$ cat src/rtl/sfi_pkg.sv
`timescale 1ns/1ps
package sfi_pkg;

    localparam int REG_AW   = 4;
    localparam int REG_DW   = 32;
    localparam int IRQ_N    = 5;
    localparam int CLR_N    = 4;
    localparam int N_STICKY = 3;

    typedef enum logic [REG_AW-1:0] {
        A_CTRL  = 4'd0,
        A_TXTHR = 4'd1,
        A_RXTHR = 4'd2,
        A_TXLVL = 4'd3,
        A_RXLVL = 4'd4,
        A_STAT  = 4'd5,
        A_MASK  = 4'd6,
        A_PEND  = 4'd7,
        A_RAW   = 4'd8,
        A_CLR   = 4'd9,
        A_TXDAT = 4'd10,
        A_RXDAT = 4'd11
    } reg_addr_e;

    // bit 4 down to bit 0
    typedef struct packed {
        logic rx_thr;
        logic rx_ovf;
        logic rx_udf;
        logic tx_ovf;
        logic tx_low;
    } irq_vec_t;

    typedef struct packed {
        logic rx_full;
        logic rx_empty;
        logic tx_empty;
        logic tx_full;
        logic busy;
    } stat_vec_t;

    // bit 3 down to bit 0
    typedef struct packed {
        logic tx_ovf;
        logic rx_ovf;
        logic rx_udf;
        logic all;
    } clr_vec_t;

    // a fresh event wins over a clear in the same cycle
    function automatic logic sticky_next(input logic q, input logic set, input logic clr);
        return set | (q & ~clr);
    endfunction

endpackage

$ cat src/rtl/sfi_fifo.sv
`timescale 1ns/1ps
module sfi_fifo #(
    parameter  int DEPTH  = 32,
    parameter  int DATA_W = 16,
    localparam int PTR_W  = (DEPTH > 1) ? $clog2(DEPTH) : 1,
    localparam int LVL_W  = $clog2(DEPTH + 1)
) (
    input  logic              clk,
    input  logic              rst,
    input  logic              flush,
    input  logic              push,
    input  logic [DATA_W-1:0] push_data,
    input  logic              pop,
    output logic [DATA_W-1:0] head,
    output logic [LVL_W-1:0]  level,
    output logic              full,
    output logic              empty,
    output logic              drop
);

    logic [DATA_W-1:0] mem [DEPTH];
    logic [PTR_W-1:0]  wr_ptr, rd_ptr;
    logic [LVL_W-1:0]  cnt;
    logic              do_push, do_pop;

    function automatic logic [PTR_W-1:0] ptr_inc(input logic [PTR_W-1:0] p);
        return (p == PTR_W'(DEPTH - 1)) ? '0 : p + 1'b1;
    endfunction

    assign full    = (cnt == LVL_W'(DEPTH));
    assign empty   = (cnt == '0);
    assign do_push = push && !full && !flush;
    assign do_pop  = pop && !empty && !flush;
    assign drop    = push && full && !flush;
    assign level   = cnt;
    assign head    = empty ? '0 : mem[rd_ptr];

    always_ff @(posedge clk) begin
        if (rst || flush) begin
            wr_ptr <= '0;
            rd_ptr <= '0;
            cnt    <= '0;
        end else begin
            if (do_push) wr_ptr <= ptr_inc(wr_ptr);
            if (do_pop)  rd_ptr <= ptr_inc(rd_ptr);
            case ({do_push, do_pop})
                2'b10:   cnt <= cnt + 1'b1;
                2'b01:   cnt <= cnt - 1'b1;
                default: cnt <= cnt;
            endcase
        end
    end

    always_ff @(posedge clk) begin
        if (do_push) mem[wr_ptr] <= push_data;
    end

endmodule

$ cat src/rtl/sfi_irq.sv
`timescale 1ns/1ps
module sfi_irq
    import sfi_pkg::*;
#(
    parameter int LVL_W = 6
) (
    input  logic             clk,
    input  logic             rst,
    input  logic [LVL_W-1:0] tx_lvl,
    input  logic [LVL_W-1:0] rx_lvl,
    input  logic [LVL_W-1:0] tx_thr,
    input  logic [LVL_W-1:0] rx_thr,
    input  logic             set_tx_ovf,
    input  logic             set_rx_udf,
    input  logic             set_rx_ovf,
    input  logic             clr_wr,
    input  clr_vec_t         clr,
    input  irq_vec_t         mask,
    output irq_vec_t         raw,
    output irq_vec_t         pend,
    output logic             irq
);

    // index 0: tx overflow, 1: rx underflow, 2: rx overflow
    logic [N_STICKY-1:0] st_q, st_set, st_clr;

    assign st_set = {set_rx_ovf, set_rx_udf, set_tx_ovf};
    assign st_clr = {clr_wr && (clr.all || clr.rx_ovf),
                     clr_wr && (clr.all || clr.rx_udf),
                     clr_wr && (clr.all || clr.tx_ovf)};

    for (genvar i = 0; i < N_STICKY; i++) begin : g_sticky
        logic q;
        always_ff @(posedge clk) begin
            if (rst) q <= 1'b0;
            else     q <= sticky_next(q, st_set[i], st_clr[i]);
        end
        assign st_q[i] = q;
    end

    always_comb begin
        raw.tx_low = (tx_lvl <= tx_thr);
        raw.tx_ovf = st_q[0];
        raw.rx_udf = st_q[1];
        raw.rx_ovf = st_q[2];
        raw.rx_thr = (rx_lvl > rx_thr);
    end

    assign pend = irq_vec_t'(raw & mask);
    assign irq  = |pend;

endmodule

$ cat src/rtl/sfi_regfile.sv
`timescale 1ns/1ps
module sfi_regfile
    import sfi_pkg::*;
#(
    parameter int DATA_W = 16,
    parameter int LVL_W  = 6
) (
    input  logic              clk,
    input  logic              rst,
    input  logic              reg_wr,
    input  logic              reg_rd,
    input  logic [REG_AW-1:0] reg_addr,
    input  logic [REG_DW-1:0] reg_wdata,
    output logic [REG_DW-1:0] reg_rdata,
    input  logic [LVL_W-1:0]  tx_lvl,
    input  logic [LVL_W-1:0]  rx_lvl,
    input  stat_vec_t         stat,
    input  irq_vec_t          raw,
    input  irq_vec_t          pend,
    input  logic [DATA_W-1:0] rx_head,
    output logic              en,
    output logic [LVL_W-1:0]  tx_thr,
    output logic [LVL_W-1:0]  rx_thr,
    output irq_vec_t          mask,
    output logic              tx_push,
    output logic [DATA_W-1:0] tx_wdata,
    output logic              rx_pop,
    output logic              clr_wr,
    output clr_vec_t          clr
);

    reg_addr_e sel;
    logic      unused_wdata;

    assign sel          = reg_addr_e'(reg_addr);
    assign unused_wdata = ^reg_wdata;

    assign tx_push  = reg_wr && (sel == A_TXDAT);
    assign tx_wdata = reg_wdata[DATA_W-1:0];
    assign rx_pop   = reg_rd && (sel == A_RXDAT);
    assign clr_wr   = reg_wr && (sel == A_CLR);
    assign clr      = clr_vec_t'(reg_wdata[CLR_N-1:0]);

    always_ff @(posedge clk) begin
        if (rst) begin
            en     <= 1'b0;
            tx_thr <= '0;
            rx_thr <= '0;
            mask   <= '0;
        end else if (reg_wr) begin
            case (sel)
                A_CTRL:  en <= reg_wdata[0];
                A_TXTHR: if (!en) tx_thr <= reg_wdata[LVL_W-1:0];
                A_RXTHR: if (!en) rx_thr <= reg_wdata[LVL_W-1:0];
                A_MASK:  mask <= irq_vec_t'(reg_wdata[IRQ_N-1:0]);
                default: ;
            endcase
        end
    end

    always_comb begin
        reg_rdata = '0;
        if (reg_rd) begin
            case (sel)
                A_CTRL:  reg_rdata = REG_DW'(en);
                A_TXTHR: reg_rdata = REG_DW'(tx_thr);
                A_RXTHR: reg_rdata = REG_DW'(rx_thr);
                A_TXLVL: reg_rdata = REG_DW'(tx_lvl);
                A_RXLVL: reg_rdata = REG_DW'(rx_lvl);
                A_STAT:  reg_rdata = {{(REG_DW-IRQ_N){1'b0}}, stat};
                A_MASK:  reg_rdata = {{(REG_DW-IRQ_N){1'b0}}, mask};
                A_PEND:  reg_rdata = {{(REG_DW-IRQ_N){1'b0}}, pend};
                A_RAW:   reg_rdata = {{(REG_DW-IRQ_N){1'b0}}, raw};
                A_RXDAT: reg_rdata = REG_DW'(rx_head);
                default: reg_rdata = '0;
            endcase
        end
    end

endmodule

$ cat src/rtl/sfi_top.sv
`timescale 1ns/1ps
module sfi_top
    import sfi_pkg::*;
#(
    parameter  int DEPTH  = 32,
    parameter  int DATA_W = 16,
    localparam int LVL_W  = $clog2(DEPTH + 1)
) (
    input  logic              clk,
    input  logic              rst,
    input  logic              reg_wr,
    input  logic              reg_rd,
    input  logic [REG_AW-1:0] reg_addr,
    input  logic [REG_DW-1:0] reg_wdata,
    output logic [REG_DW-1:0] reg_rdata,
    input  logic              eng_busy,
    input  logic              eng_tx_pop,
    output logic [DATA_W-1:0] eng_tx_data,
    output logic              eng_tx_avail,
    input  logic              eng_rx_push,
    input  logic [DATA_W-1:0] eng_rx_data,
    output logic              fifo_en,
    output logic              irq
);

    logic [LVL_W-1:0]  tx_lvl, rx_lvl, tx_thr, rx_thr;
    logic              tx_full, tx_empty, rx_full, rx_empty;
    logic              tx_drop, rx_drop;
    logic [DATA_W-1:0] rx_head, tx_wdata;
    logic              tx_push, rx_pop, en, clr_wr;
    clr_vec_t          clr;
    irq_vec_t          mask, raw, pend;
    stat_vec_t         stat;

    always_comb begin
        stat.busy     = eng_busy;
        stat.tx_full  = tx_full;
        stat.tx_empty = tx_empty;
        stat.rx_empty = rx_empty;
        stat.rx_full  = rx_full;
    end

    assign fifo_en      = en;
    assign eng_tx_avail = !tx_empty;

    sfi_regfile #(.DATA_W(DATA_W), .LVL_W(LVL_W)) u_regs (
        .clk      (clk),
        .rst      (rst),
        .reg_wr   (reg_wr),
        .reg_rd   (reg_rd),
        .reg_addr (reg_addr),
        .reg_wdata(reg_wdata),
        .reg_rdata(reg_rdata),
        .tx_lvl   (tx_lvl),
        .rx_lvl   (rx_lvl),
        .stat     (stat),
        .raw      (raw),
        .pend     (pend),
        .rx_head  (rx_head),
        .en       (en),
        .tx_thr   (tx_thr),
        .rx_thr   (rx_thr),
        .mask     (mask),
        .tx_push  (tx_push),
        .tx_wdata (tx_wdata),
        .rx_pop   (rx_pop),
        .clr_wr   (clr_wr),
        .clr      (clr)
    );

    sfi_fifo #(.DEPTH(DEPTH), .DATA_W(DATA_W)) u_txq (
        .clk      (clk),
        .rst      (rst),
        .flush    (!en),
        .push     (tx_push),
        .push_data(tx_wdata),
        .pop      (eng_tx_pop),
        .head     (eng_tx_data),
        .level    (tx_lvl),
        .full     (tx_full),
        .empty    (tx_empty),
        .drop     (tx_drop)
    );

    sfi_fifo #(.DEPTH(DEPTH), .DATA_W(DATA_W)) u_rxq (
        .clk      (clk),
        .rst      (rst),
        .flush    (!en),
        .push     (eng_rx_push),
        .push_data(eng_rx_data),
        .pop      (rx_pop),
        .head     (rx_head),
        .level    (rx_lvl),
        .full     (rx_full),
        .empty    (rx_empty),
        .drop     (rx_drop)
    );

    sfi_irq #(.LVL_W(LVL_W)) u_irq (
        .clk       (clk),
        .rst       (rst),
        .tx_lvl    (tx_lvl),
        .rx_lvl    (rx_lvl),
        .tx_thr    (tx_thr),
        .rx_thr    (rx_thr),
        .set_tx_ovf(tx_drop),
        .set_rx_udf(rx_pop && rx_empty),
        .set_rx_ovf(rx_drop),
        .clr_wr    (clr_wr),
        .clr       (clr),
        .mask      (mask),
        .raw       (raw),
        .pend      (pend),
        .irq       (irq)
    );

endmodule

$ cat config.mk
export PLATFORM = sky130hd
export DESIGN_NAME = sfi_top
export DESIGN_NICKNAME = d
export VERILOG_FILES = /design/src/rtl/sfi_pkg.sv /design/src/rtl/sfi_fifo.sv /design/src/rtl/sfi_irq.sv /design/src/rtl/sfi_regfile.sv /design/src/rtl/sfi_top.sv
export SDC_FILE = /design/constraint.sdc
export NUM_CORES = 1
export LEC_CHECK = 0
export ABC_CLOCK_PERIOD_IN_PS = 6800
export BUFFER_PORTS_ARGS = -buffer_cell sky130_fd_sc_hd__buf_2
export CAP_MARGIN = 20
export CELL_PAD_IN_SITES_DETAIL_PLACEMENT = 1
export CELL_PAD_IN_SITES_GLOBAL_PLACEMENT = 1
export CORE_ASPECT_RATIO = 0.9
export CORE_MARGIN = 2
export CORE_UTILIZATION = 59
export CTS_CLUSTER_DIAMETER = 80
export CTS_CLUSTER_SIZE = 25
export DETAILED_ROUTE_END_ITERATION = 12
export PLACE_DENSITY_LB_ADDON = 0.25
export SLEW_MARGIN = 25
export SYNTH_ARGS = -nofsm -noshare
export SYNTH_HDL_FRONTEND = slang
export SYNTH_SLANG_ARGS = --single-unit
$ cat constraint.sdc
create_clock -name clk -period 6.8 [get_ports clk]
set_clock_uncertainty 0.2 [all_clocks]
set_input_delay 1.36 -clock clk [delete_from_list [all_inputs] [get_ports clk]]
set_output_delay 1.36 -clock clk [all_outputs]
set_load 0.02 [all_outputs]
==> results.md <==
- Setup TNS: 0 ns
- Count of buffers added by post-CTS timing repair for setup: 0
- Mean post-synth cell area: 20.4 µm²
- Arrival time at the worst endpoint: 3.82 ns
- Ratio of cells with drive above 1 in the final layout: 0.264
- GRT Residual Overflow: 0
- Terminus of the critical flop-to-flop path: u_rxq.level[4]
- Area of the core region: 72700 µm²
- Min cycle time layout: 5.38 ns
- Lkg Pwr: 14.1 nW
- Reg2reg setup slack: 2.92 ns
- Initial standard-cell utilization of the core: 0.593
- Worst setup path startpoint: reg_addr[1]
- Source-to-sink clock delay at the later pin of the worst-skew pair: 0.64 ns
- Unrepaired setup endpoints after global routing: no
- Total count of max-transition violations in the final report: 0
- Min-delay worst type: reg2reg
- Number of standard cells in the layout, taps in and fillers out: 3181
- Antenna viol nets, final: 0
- Sink count of the clock tree: 1087
- N_diodes: 0
- Die boundary height: 261 µm
- Dominant cells by area after synthesis: sky130_fd_sc_hd__edfxtp_1 (71%), sky130_fd_sc_hd__mux4_2 (16%), sky130_fd_sc_hd__dfxtp_1 (2.9%)
- Max-capacitance violation count: 0
- Number of hold buffers added after CTS: 0
- Number of vias per cell: 6.69
- Global-route wire length before repair: 149000 µm
- Fraction of synthesized cell area taken by the top area cell type: 0.713
- DR pass1 iterations: 5
- Number of input and output port buffers inserted: 77
- Worst-path clk slew: 0.09 ns
- Flip-flop and latch count after synthesis: 1087
- Iteration-0 DRC Markers: 2317
- Synthesized instance count: 2114
- Storage cell area: 32000 µm²
- Global placer's final weighted congestion: 0.886
- Residual DRC: 0
- Sequential-to-total area share from yosys stat: 0.742
- CTS-repair resized insts: 0
- Post-Place Cells: 3108
- Biggest area consumer among synthesized cells: sky130_fd_sc_hd__edfxtp_1
- Total wirelength of the detailed-routed design: 102000 µm
- Final setup viols: 0
- Cell at the root of the clock tree: sky130_fd_sc_hd__clkbuf_16
- Async SR Flop Fraction: 0
- Net count, final: 2297
- Depth of the worst register-to-register path: 12
- Cell area after synthesis: 43100 µm²
- Worst voltage drop across the vdd grid: 0.280 mV
- Via count of the first global-routing pass: 22600
- Worst endpoint required time: 5.24 ns
- Worst reg2reg path startpoint: u_rxq.level[0]
- Boundary pin count: 110
- Top library cells by usage in the layout, fill and taps aside: sky130_fd_sc_hd__edfxtp_1 (1024), sky130_fd_sc_hd__mux4_2 (307), sky130_fd_sc_hd__buf_2 (77), sky130_fd_sc_hd__inv_1 (69), sky130_fd_sc_hd__nand2_1 (63)
- Commonest non-fill, non-tap cell in the layout: sky130_fd_sc_hd__edfxtp_1
- Count of different cell masters after synthesis: 75
- Antenna violations before repair: 4
- Post-DP HPWL: 61700 µm
- Die Wd: 289 µm
- Result of the run: completed
- WL/cell: 32.0 µm
- Total vias in the final route: 21300
- Number of placement rows: 94
- Final-layout fill cell count: 5899
- Area delta synth->final: 7.51%
- TritonCTS clock tree: yes
- Sort of element at the start of the critical path: input port
- Class of the most critical setup path: in2out
- Slew of the pin with the lowest slew margin: 0.980 ns
- Deepest clock path buffer count: 3
- Cell depth of the worst min-delay path: 2
- Clock buffers created by TritonCTS: 50
- Number of enable-type register cells in the synthesized netlist: 1024
- Maximum number of pins on one net before global-route repair: 71
- Multi-input gate area: 10500 µm²
- Full die area: 75300 µm²
- P per Cell Area: 234 nW/µm²
- Worst-path fanout max: 20
- Ys Warns: 0
- Tightest slew margin relative to the limit: 0.347
- Main synth FF type: sky130_fd_sc_hd__edfxtp_1
- Crit share post-route: 0.792
- Number of hold-slack violations in the final timing report: 0
- GRT Util Overall: 0.275
- Maximum clock frequency: 186 MHz
- Worst hold path startpoint: u_rxq.rd_ptr[4]
- Capturing element type of the critical path: output port
- Number of H-tree levels: 2
[critical path, stage by stage]
cell                       delay, ns
sky130_fd_sc_hd__buf_2          0.31
sky130_fd_sc_hd__and4b_1        0.34
sky130_fd_sc_hd__o211a_1        0.25
sky130_fd_sc_hd__and2_1         0.61
sky130_fd_sc_hd__o211ai_1       0.40
sky130_fd_sc_hd__o311ai_0       0.28
sky130_fd_sc_hd__buf_2          0.26
[routing by layer]
metal  global-route usage  routed length (µm)  part of all wire  vias to the layer above
li1                     -                   -                 -                     8781
met2                0.483               53300              0.52                      927
met1                0.364               38500              0.38                    11400
met5                    0                  50           0.00049                        -
met4               0.0790                3030             0.030                        8
met3               0.0376                6820             0.067                      183
[sequential cells by signal, summed over array words and instances, names as in the netlist, 3 cells and up, named ones only]
signal,cells
u_regs.rx_thr,6
u_txq.level,6
u_regs.tx_thr,6
u_rxq.mem,512
u_txq.mem,512
u_irq.g_sticky.q,3
u_rxq.wr_ptr,5
u_rxq.rd_ptr,5
u_txq.rd_ptr,5
u_txq.wr_ptr,5
u_regs.mask,5
u_rxq.level,6
[where the power goes]
group	switching (W)	leakage [nW]	internal, W
logic	0.000134	3.73	0.0000202
registers	0.00000202	9.71	0.00730
clock network	0.00199	0.687	0.00140
[worst max path at each step]
stage,slack [ns],depth (start not counted),to
after floorplan,1.99,7,reg_rdata[5]
after global placement,1.64,7,reg_rdata[5]
after detailed placement,1.53,7,reg_rdata[5]
after CTS,1.36,7,reg_rdata[0]
after global routing,1.23,5,reg_rdata[15]
final,1.42,7,reg_rdata[5]
[cells by family (layout without fill, tap and decap cells)]
family / Yosys count / after routing / share of synthesized area
muxes: 331 / 331 / 0.166
xor gates and xnor gates: 6 / 6 / 0.00122
buffers and inverters: 197 / 289 / 0.0202
AOI/OAI and AO/OA: 174 / 174 / 0.0271
and+or+nand+nor: 280 / 280 / 0.0319
other: 1 / 16 / 0.0000869
adders and majority gates: 38 / 38 / 0.0114
DFF: 1087 / 1087 / 0.742
[per-stage QoR]
step	hold WS [ns]	area, µm²	worst slack, ns	power, W	utilization
finish	0.306	46400	1.42	0.0108	0.638
global route	0.339	46400	1.23	0.0111	0.638
CTS	0.311	46400	1.36	0.0109	0.638
detailed placement	0.298	45000	1.53	0.00761	0.619
global placement	0.272	44900	1.64	0.00759	0.617
floorplan	0.245	43200	1.99	0.00750	-
[Yosys cell counts, types with 4 or more instances]
cell type and number:
sky130_fd_sc_hd__clkbuf_1 66, sky130_fd_sc_hd__dfxtp_1 63, sky130_fd_sc_hd__mux4_2 307, sky130_fd_sc_hd__or4_1 8, sky130_fd_sc_hd__nor4_1 4, sky130_fd_sc_hd__nor3_1 8
sky130_fd_sc_hd__a22o_1 11, sky130_fd_sc_hd__o22ai_1 17, sky130_fd_sc_hd__a31oi_1 9, sky130_fd_sc_hd__a22oi_1 6, sky130_fd_sc_hd__edfxtp_1 1024, sky130_fd_sc_hd__buf_1 7
sky130_fd_sc_hd__buf_4 22, sky130_fd_sc_hd__a211o_1 4, sky130_fd_sc_hd__nand3b_1 7, sky130_fd_sc_hd__and2_1 6, sky130_fd_sc_hd__ha_1 36, sky130_fd_sc_hd__inv_1 70
sky130_fd_sc_hd__a32oi_1 6, sky130_fd_sc_hd__nor2b_1 12, sky130_fd_sc_hd__a211oi_1 4, sky130_fd_sc_hd__a221oi_1 6, sky130_fd_sc_hd__or3b_2 6, sky130_fd_sc_hd__nand3_1 23
sky130_fd_sc_hd__o21ai_0 21, sky130_fd_sc_hd__nand2_1 63, sky130_fd_sc_hd__nand2b_1 4, sky130_fd_sc_hd__a21o_1 7, sky130_fd_sc_hd__xnor2_1 4, sky130_fd_sc_hd__nor2_1 106
sky130_fd_sc_hd__nor3b_1 4, sky130_fd_sc_hd__and3_1 6, sky130_fd_sc_hd__mux2i_1 21, sky130_fd_sc_hd__a21oi_1 52, sky130_fd_sc_hd__buf_2 28, sky130_fd_sc_hd__o211ai_1 5
[area by class of cell]
class | instances | area share
inverters | 72 | 0.00583
multi-input cells | 845 | 0.226
flip-flops and latches | 1087 | 0.691
clock buffers | 66 | 0.0287
repair buffers | 144 | 0.0210
clock inverters | 7 | 0.00178
well taps | 960 | 0.0259
Note: power is estimated with default switching activity, not from simulation.
